[src/rtl/wps_pkg.sv]
package wps_pkg;

  typedef enum logic [2:0] {
    SEQ_IDLE,
    SEQ_K1,
    SEQ_K2,
    SEQ_B3,
    SEQ_B4,
    SEQ_B5
  } seqState_t;

  typedef struct packed {
    logic cmdStep;   // current write is consumed as a sequence step
    logic enDone;    // arming key completed on this write
    logic disDone;   // clearing key completed on this write
  } ctlStrb_t;

endpackage

[src/rtl/wps_control.sv]
module wps_control
  import wps_pkg::*;
#(
  parameter int ADDR_W = 15,
  parameter int DATA_W = 8,
  parameter logic [ADDR_W-1:0] ADDR_P = 15'h5555,
  parameter logic [ADDR_W-1:0] ADDR_Q = 15'h2AAA,
  parameter logic [DATA_W-1:0] KEY_1  = 8'hAA,
  parameter logic [DATA_W-1:0] KEY_2  = 8'h55,
  parameter logic [DATA_W-1:0] KEY_EN = 8'hA0,
  parameter logic [DATA_W-1:0] KEY_X  = 8'h80,
  parameter logic [DATA_W-1:0] KEY_DS = 8'h20
) (
  input  logic              clk,
  input  logic              rstN,
  input  logic              wrStrobe,
  input  logic [ADDR_W-1:0] wrAddr,
  input  logic [DATA_W-1:0] wrData,
  input  logic              loadTimeout,
  output ctlStrb_t          strb
);

  seqState_t state, stateNxt;

  logic atP, atQ;
  assign atP = (wrAddr == ADDR_P);
  assign atQ = (wrAddr == ADDR_Q);

  logic hitK1, hitK2, hitEn, hitX, hitDs;
  assign hitK1 = atP && (wrData == KEY_1);
  assign hitK2 = atQ && (wrData == KEY_2);
  assign hitEn = atP && (wrData == KEY_EN);
  assign hitX  = atP && (wrData == KEY_X);
  assign hitDs = atP && (wrData == KEY_DS);

  always_comb begin
    stateNxt = SEQ_IDLE;
    strb     = '0;
    if (wrStrobe) begin
      unique case (state)
        SEQ_IDLE: if (hitK1) begin stateNxt = SEQ_K1; strb.cmdStep = 1'b1; end
        SEQ_K1:   if (hitK2) begin stateNxt = SEQ_K2; strb.cmdStep = 1'b1; end
        SEQ_K2: begin
          if (hitEn) begin
            strb.cmdStep = 1'b1;
            strb.enDone  = 1'b1;
          end else if (hitX) begin
            stateNxt     = SEQ_B3;
            strb.cmdStep = 1'b1;
          end
        end
        SEQ_B3:   if (hitK1) begin stateNxt = SEQ_B4; strb.cmdStep = 1'b1; end
        SEQ_B4:   if (hitK2) begin stateNxt = SEQ_B5; strb.cmdStep = 1'b1; end
        SEQ_B5: begin
          if (hitDs) begin
            strb.cmdStep = 1'b1;
            strb.disDone = 1'b1;
          end
        end
        default: stateNxt = SEQ_IDLE;
      endcase
    end else begin
      stateNxt = state;
    end
  end

  always_ff @(posedge clk) begin
    if (!rstN)            state <= SEQ_IDLE;
    else if (loadTimeout) state <= SEQ_IDLE;
    else                  state <= stateNxt;
  end

  AST_ABORT_TO_IDLE: assert property (@(posedge clk) disable iff (!rstN)
    loadTimeout |=> state == SEQ_IDLE);

  AST_MISMATCH_IDLE: assert property (@(posedge clk) disable iff (!rstN)
    (wrStrobe && !loadTimeout && state != SEQ_IDLE && !strb.cmdStep) |=> state == SEQ_IDLE);

  AST_DONE_EXCLUSIVE: assert property (@(posedge clk) disable iff (!rstN)
    !(strb.enDone && strb.disDone));

endmodule

[src/rtl/wps_datapath.sv]
module wps_datapath
  import wps_pkg::*;
(
  input  logic     clk,
  input  logic     rstN,
  input  logic     protPreset,
  input  logic     wrStrobe,
  input  logic     loadTimeout,
  input  ctlStrb_t strb,
  output logic     protect,
  output logic     commitOk
);

  logic pendSet, pendClr, unlocked;

  always_ff @(posedge clk) begin
    if (!rstN) begin
      protect  <= protPreset;
      pendSet  <= 1'b0;
      pendClr  <= 1'b0;
      unlocked <= 1'b0;
    end else if (loadTimeout) begin
      if (pendSet)      protect <= 1'b1;
      else if (pendClr) protect <= 1'b0;
      pendSet  <= 1'b0;
      pendClr  <= 1'b0;
      unlocked <= 1'b0;
    end else if (strb.enDone) begin
      pendSet  <= 1'b1;
      pendClr  <= 1'b0;
      unlocked <= 1'b1;
    end else if (strb.disDone) begin
      pendSet  <= 1'b0;
      pendClr  <= 1'b1;
    end
  end

  assign commitOk = wrStrobe && !strb.cmdStep && (!protect || unlocked);

  AST_PROT_HOLD: assert property (@(posedge clk) disable iff (!rstN)
    !loadTimeout |=> $stable(protect));

  AST_CLEAR_NEEDS_KEY: assert property (@(posedge clk) disable iff (!rstN)
    (protect && !pendClr) |=> protect);

  AST_UNLOCK_CLOSED: assert property (@(posedge clk) disable iff (!rstN)
    loadTimeout |=> !unlocked);

endmodule

[src/rtl/wps_top.sv]
module wps_top
  import wps_pkg::*;
#(
  parameter int ADDR_W = 15,
  parameter int DATA_W = 8
) (
  input  logic              clk,
  input  logic              rstN,
  input  logic              protPreset,
  input  logic              wrStrobe,
  input  logic [ADDR_W-1:0] wrAddr,
  input  logic [DATA_W-1:0] wrData,
  input  logic              loadTimeout,
  output logic              protect,
  output logic              commitOk
);

  ctlStrb_t ctl;

  wps_control #(.ADDR_W(ADDR_W), .DATA_W(DATA_W)) uCtl (
    .clk(clk), .rstN(rstN), .wrStrobe(wrStrobe), .wrAddr(wrAddr),
    .wrData(wrData), .loadTimeout(loadTimeout), .strb(ctl)
  );

  wps_datapath uDp (
    .clk(clk), .rstN(rstN), .protPreset(protPreset), .wrStrobe(wrStrobe),
    .loadTimeout(loadTimeout), .strb(ctl), .protect(protect), .commitOk(commitOk)
  );

  AST_CMD_NEVER_COMMIT: assert property (@(posedge clk) disable iff (!rstN)
    ctl.cmdStep |-> !commitOk);

  AST_QUIET_NO_COMMIT: assert property (@(posedge clk) disable iff (!rstN)
    !wrStrobe |-> !commitOk);

endmodule

[config.mk]
export PLATFORM = sky130hd
export DESIGN_NAME = wps_top
export DESIGN_NICKNAME = d
export VERILOG_FILES = /design/src/rtl/wps_pkg.sv /design/src/rtl/wps_control.sv /design/src/rtl/wps_datapath.sv /design/src/rtl/wps_top.sv
export SDC_FILE = /design/constraint.sdc
export NUM_CORES = 1
export LEC_CHECK = 0
export BUFFER_PORTS_ARGS = -buffer_cell sky130_fd_sc_hd__buf_2
export CAP_MARGIN = 20
export CORE_MARGIN = 5
export CORE_UTILIZATION = 40
export CTS_CLUSTER_SIZE = 8
export DETAILED_ROUTE_END_ITERATION = 7
export PLACE_DENSITY_LB_ADDON = 0.05
export SLEW_MARGIN = 5
export SYNTH_ARGS = -nofsm -noshare
export SYNTH_HDL_FRONTEND = slang
export SYNTH_SLANG_ARGS = --single-unit
[constraint.sdc]
create_clock -name clk -period 4.36 [get_ports clk]
set_clock_uncertainty 0.1 [all_clocks]
set_input_delay 0 -clock clk [delete_from_list [all_inputs] [get_ports clk]]
set_output_delay 0 -clock clk [all_outputs]
set_load 0.01 [all_outputs]
# Word level (Yosys, flattened, before mapping)

Index checks and enable logic that the tools add are counted.

Bits in registers: 7
Bits in latches: 0
Bits in writable memories: 0
ROM bits: 0
Output and inout port bits: 2
Word-level logic and storage cells: 60
Memories: 0

Add/subtract/negate cells: 0
Multiply operators: 0
Div/mod/pow operators: 0
Order comparisons: 0
Equal/unequal tests: 14
Shift operators: 0
Multiplexer cells: 23
Bitwise logic cells: 1
Reductions and logical operators: 17

Operator list:

| cell                                                   | count |
|---|---|
| == test 8 bit (second input constant)                  | 3 |
| == test 15 x 14 -> 1 bit (second input constant)       | 1 |
| == test 15 bit (second input constant)                 | 1 |
| 2-to-1 mux 1 bit                                       | 15 |
| case mux 3 bit (5 select lines)                        | 1 |
| 2-to-1 mux 3 bit                                       | 3 |
| == test 8 x 6 -> 1 bit (second input constant)         | 1 |
| == test 8 x 7 -> 1 bit (second input constant)         | 1 |
| logical AND 1 bit                                      | 7 |
| == test 3 x 2 -> 1 bit (second input constant)         | 2 |
| == test 3 bit (second input constant)                  | 2 |
| 2-to-1 mux 2 bit                                       | 3 |
| OR reduction 2 bit                                     | 3 |
| case mux 1 bit (4 select lines)                        | 1 |
| == test 3 x 1 -> 1 bit (second input constant)         | 1 |
| zero test 3 bit                                        | 1 |
| inequality test 3 x 1 -> 1 bit (second input constant) | 1 |
| OR reduction 3 bit                                     | 1 |
| zero test 1 bit                                        | 2 |
| inequality test 2 x 1 -> 1 bit (second input constant) | 1 |
| AND reduction 2 bit                                    | 1 |
| nonzero test 2 bit                                     | 1 |
| logical OR 1 bit                                       | 1 |
| NOT 1 bit                                              | 1 |

# Longest topological paths before layout

Depth after elaboration: 9
Gate-level depth with buffers: 5
Mapped depth without buffers: 5

# By module

From an unflattened synthesis, not the netlist that was laid out.

Cells, all modules: 71
Area total of the unflattened synthesis: 595.6 um^2

By module, submodules not included:

| module       | times used | cells each | area an instance (um^2) | sequential area each (um^2) |
|---|---|---|---|---|
| wps_control  | 1          | 54         | 422.9                   | 60.1 |
| wps_datapath | 1          | 17         | 172.7                   | 90.1 |

# Worst setup path after synthesis

No wires, ideal clock.

Kind: in2reg
From: input wrData[4]
To: register uDp.pendClr
Setup time: 116 ps
Data arrival time: 1435 ps
Setup slack: 2709 ps
Cell stages on the path: 5
Buffers on the path: 0
Cells stage by stage: nor4b_2 -> nand4_1 -> or4_4 -> or3_4 -> o211a_1

Cells in the longest elaborated chain, start to end: 6
Elaborated cells between the ends (all ways): 10

Ends and longest elaborated chain:

| item                         | line               | text |
|---|---|---|
| from (decl)                  | wps_top.sv:12      | `input logic [DATA_W-1:0] wrData,` |
| == test 8 bit                | wps_control.sv:32  | `assign hitEn = atP && (wrData == KEY_EN);` |
| logical AND 1 bit            | wps_control.sv:32  |  |
| 2-to-1 mux 1 bit             | wps_control.sv:44  | `if (hitEn) begin` |
| 2-to-1 mux 1 bit             | wps_control.sv:40  | `unique case (state)` |
| 2-to-1 mux 3 bit (*)         | wps_control.sv:39  | `if (wrStrobe) begin` |
| OR reduction 3 bit (no line) | --                 |  |
| to (signal assigned)         | wps_datapath.sv:20 | `pendClr <= 1'b0;` |
| to (signal assigned)         | wps_datapath.sv:26 | `pendClr <= 1'b0;` |
| to (signal assigned)         | wps_datapath.sv:30 | `pendClr <= 1'b0;` |
| to (decl)                    | wps_datapath.sv:14 | `logic pendSet, pendClr, unlocked;` |

Mark *: on every way between the ends. The rest lies on a longest branch, timed or not.
A chain may end at the register's enable or synchronous reset.

# Final worst setup path

From: register uCtl.state[0]
To: output commitOk

Cells in the longest elaborated chain, start to end: 7
Elaborated cells between the ends (all ways): 13

Ends and longest elaborated chain:

| item                                           | line               | text |
|---|---|---|
| from (decl)                                    | wps_control.sv:23  | `seqState_t state, stateNxt;` |
| from (signal assigned)                         | wps_control.sv:70  | `else state <= stateNxt;` |
| == test 3 x 1 -> 1 bit (tied with other cells) | wps_control.sv:40  |  |
| OR reduction 2 bit (no line)                   | --                 |  |
| case mux 1 bit (4 select lines) (*)            | wps_control.sv:40  |  |
| 2-to-1 mux 3 bit (*)                           | wps_control.sv:39  |  |
| zero test 1 bit (*)                            | wps_datapath.sv:38 | `assign commitOk = wrStrobe && !strb.cmdStep && (!protect \|\| unlocked);` |
| logical AND 1 bit (*) (2 in a row)             | wps_datapath.sv:38 |  |
| to (decl)                                      | wps_top.sv:15      | `output logic commitOk` |

Marked as above.

==> run_summary.xml <==
<?xml version="1.0" encoding="UTF-8"?>
<metrics>
  <group name="routing">
    <metric name="drt.antenna.violating_nets" unit="">0</metric>
    <metric name="wl_per_cell" unit="um">13.3</metric>
    <metric name="vias_per_cell" unit="">5.70</metric>
    <metric name="route.vias.total" unit="">673</metric>
    <metric name="drt_iter0_drc" unit="">7</metric>
    <metric name="route.detailed.drc" unit="">0</metric>
    <metric name="wirelength" unit="um">1570</metric>
    <metric name="dr.pass1.iters" unit="">2</metric>
  </group>
  <group name="cells_and_area">
    <metric name="nFillCells" unit="">136</metric>
    <metric name="insertedDiodeCount" unit="">0</metric>
    <metric name="layout_cells_sized_above_1" unit="">0.379</metric>
    <metric name="areaGrowthSynthToFinish" unit="%">41.4</metric>
    <metric name="finish.net_count" unit="">132</metric>
    <metric name="finalInstanceArea" unit="sq um">786</metric>
  </group>
  <group name="logic_synthesis">
    <metric name="synth_compound_area_frac" unit="">0.198</metric>
    <metric name="synth_top_family_by_area" unit="">simple AND/OR/NAND/NOR gates</metric>
    <metric name="synthesis.area" unit="sq um">556</metric>
    <metric name="syn_area_per_cell" unit="sq um">8.42</metric>
    <metric name="synth_edf_count" unit="">1</metric>
    <metric name="synthDominantCellAreaShare" unit="">0.216</metric>
    <metric name="postSynthCellCount" unit="">66</metric>
    <metric name="synth_top_area_cell" unit="">dfxtp_1</metric>
    <metric name="yosys_warnings" unit="">0</metric>
    <metric name="synth.mux.area_fraction" unit="">0.0203</metric>
    <metric name="synth_fa_ha_area_frac" unit="">0</metric>
    <metric name="yosys_most_used_dff" unit="">dfxtp_1</metric>
    <metric name="postSynthNetCount" unit="">94</metric>
    <metric name="synthMostInstantiatedCell" unit="">dfxtp_1</metric>
    <metric name="async_flop_share" unit="">0</metric>
    <metric name="synth.top_cells.by_count" unit="">6 x dfxtp_1, 5 x nand2_1, 4 x a21oi_1, 4 x nor2_1, 4 x nor2b_1</metric>
    <metric name="ys_types" unit="">35</metric>
    <metric name="synth.ff_latch_count" unit="">7</metric>
    <metric name="synthTopCellsByArea" unit="">dfxtp_1 22%, nor4bb_1 5.4%, edfxtp_1 5.4%</metric>
    <metric name="synth_xor_area_frac" unit="">0</metric>
    <metric name="synth_simple_gate_area_share" unit="">0.498</metric>
    <metric name="synth.yosys.seq_area_share" unit="">0.270</metric>
  </group>
  <group name="floorplanning">
    <metric name="fp.dieArea" unit="sq mm">0.00223</metric>
    <metric name="fp.coreArea" unit="sq mm">0.00130</metric>
    <metric name="chipHeight" unit="um">47.3</metric>
    <metric name="rows" unit="">13</metric>
    <metric name="die_width" unit="um">47.3</metric>
    <metric name="initial_core_util" unit="">0.427</metric>
    <metric name="ios" unit="">30</metric>
  </group>
  <group name="global_route">
    <metric name="overflow" unit="">0</metric>
    <metric name="grt_pass1_wl" unit="um">2620</metric>
    <metric name="grt_pass1_vias" unit="">653</metric>
    <metric name="antenna_found_initial" unit="">0</metric>
    <metric name="groute.usage.overall" unit="">0.169</metric>
    <metric name="pin_count_of_the_biggest_net_entering_global_routing" unit="">9</metric>
  </group>
  <group name="timing">
    <metric name="worstMarginPinSlew" unit="ns">0.494</metric>
    <metric name="finalSetupTns" unit="ns">0</metric>
    <metric name="slew_headroom" unit="">0.668</metric>
    <metric name="final.period_utilization" unit="">0.430</metric>
    <metric name="setup_viol" unit="">0</metric>
    <metric name="period_needed" unit="ns">1.88</metric>
    <metric name="timing.fmax" unit="MHz">533</metric>
    <metric name="number_of_hold_slack_violations_in_the_final_timing_report" unit="">0</metric>
    <metric name="timing_max_transition_violations_final" unit="">0</metric>
    <metric name="rsz_0062_raised_after_global_routing" unit="">false</metric>
  </group>
  <group name="clock_tree">
    <metric name="clk_transition_reported_paths" unit="ns">0.05</metric>
    <metric name="cts-buffers-inserted" unit="">3</metric>
    <metric name="cts_htree_levels" unit="">1</metric>
    <metric name="root_buffer" unit="">clkbuf_4</metric>
    <metric name="numClockSinks" unit="">7</metric>
    <metric name="cts.repair.resized" unit="">0</metric>
    <metric name="max-clock-path-buffers" unit="">2</metric>
    <metric name="cts_tree" unit="">done</metric>
    <metric name="clkLatencyLatePin" unit="ns">0.25</metric>
  </group>
  <group name="outcome">
    <metric name="outcome" unit="">complete, no violations</metric>
  </group>
  <group name="pwr">
    <metric name="power.static_leakage" unit="nW">0.317</metric>
    <metric name="powerDensity" unit="mW/mm^2">201</metric>
    <metric name="irDropWorstVdd" unit="mV">0.170</metric>
  </group>
  <group name="critical_path">
    <metric name="critical_path_class" unit="">reg -&gt; out</metric>
    <metric name="setup.worst_path.end_class" unit="">output port</metric>
    <metric name="required" unit="ns">4.26</metric>
    <metric name="maximum_fanout_along_the_worst_path" unit="">7</metric>
    <metric name="critical_path.startpoint_type" unit="">register</metric>
    <metric name="crit_arrival" unit="ns">1.78</metric>
  </group>
  <group name="placement">
    <metric name="routabilityCongestion" unit="">0.754</metric>
    <metric name="cell_area_placed" unit="sq um">719</metric>
    <metric name="port-buffer-count" unit="">29</metric>
    <metric name="dpl.hpwl" unit="um">1290</metric>
  </group>
  <group name="job">
    <metric name="cap_violations" unit="">0</metric>
  </group>
  <group name="min_path">
    <metric name="hold_class" unit="">in -&gt; reg</metric>
  </group>
</metrics>
==> state kept, by name, summed over array words and instances (netlist names) <==
signal,count
uDp.pendClr,1
uDp.pendSet,1
uDp.protect,1
uDp.unlocked,1
uCtl.state,3
==> where the power goes <==
group,switching (mW),total (mW),internal [mW]
registers,0.000615,0.0673,0.0666
logic,0.0143,0.0330,0.0187
clock network,0.0232,0.0581,0.0349
==> stage by stage <==
step	instances	hold slack, ns	setup WS [ns]	utilization	total power, mW
2_1_floorplan	66	0.0516	2.71	-	0.0794
3_3_place_gp	110	0.196	2.52	0.553	0.0983
3_5_place_dp	110	0.205	2.47	0.553	0.0989
4_1_cts	118	0.0112	2.49	0.604	0.161
5_1_grt	118	0.0325	2.28	0.604	0.168
6_report	118	0.0170	2.48	0.604	0.158
==> critical path, stage by stage (launching register included) <==
cell and delay [ns]:
dfxtp_1 0.44, nand2b_1 0.10, or3_1 0.37, a21boi_0 0.20
a211oi_1 0.09, and3_1 0.20, buf_2 0.13
==> kinds of logic after synthesis <==
group                  count (synthesis)
and+or+nand+nor                       40
AOI/OAI and AO/OA                     16
DFF                                    7
buffers and inverters                  2
muxes                                  1
==> path summary, 6_finish.rpt <==
| path | from | end | slack [ns] | cells past startpoint |
|---|---|---|---|---|
| hold / removal | wrStrobe | uCtl.state[1] | 0.02 | 3 |
| setup reg to reg | uCtl.state[0] | uDp.pendSet | 2.89 | 4 |
| hold reg to reg | uDp.unlocked | uDp.unlocked | 0.35 | 2 |
| setup / recovery | uCtl.state[0] | commitOk | 2.48 | 6 |
==> cells in the final DEF (no fill, tap or decap), types with 3 or more instances in the layout <==
cell	synthesis	layout
nor4bb_1	3	3
nor2_1	4	4
nor2b_1	4	4
dfxtp_1	6	6
buf_2	0	29
clkbuf_4	0	3
o21ai_0	3	3
a21oi_1	4	4
dlygate4sd3_1	0	4
nand4_1	3	3
nand2_1	5	5
nor3_1	3	3
==> cell type report <==
type / count / area [sq um] / share of cell area
clock buffers: 4 / 26.3 / 0.0334
well taps: 15 / 18.8 / 0.0239
repair buffers: 33 / 185 / 0.236
multi-input cells: 57 / 398 / 0.506
flip-flops and latches: 7 / 150 / 0.191
inverters: 2 / 7.51 / 0.00955
==> repair_timing <==
item	4_1_cts	5_1_grt
hold buffers	4	0
setup buffers	0	0
endpoints found under the hold margin	8	0
==> routing by layer <==
layer | global-route usage | wire, um
met1 | 0.184 | 610
met2 | 0.294 | 797
met3 | 0.0192 | 120
met4 | 0.127 | 39
met5 | 0 | 0
Power figures use the tool's default switching activity.
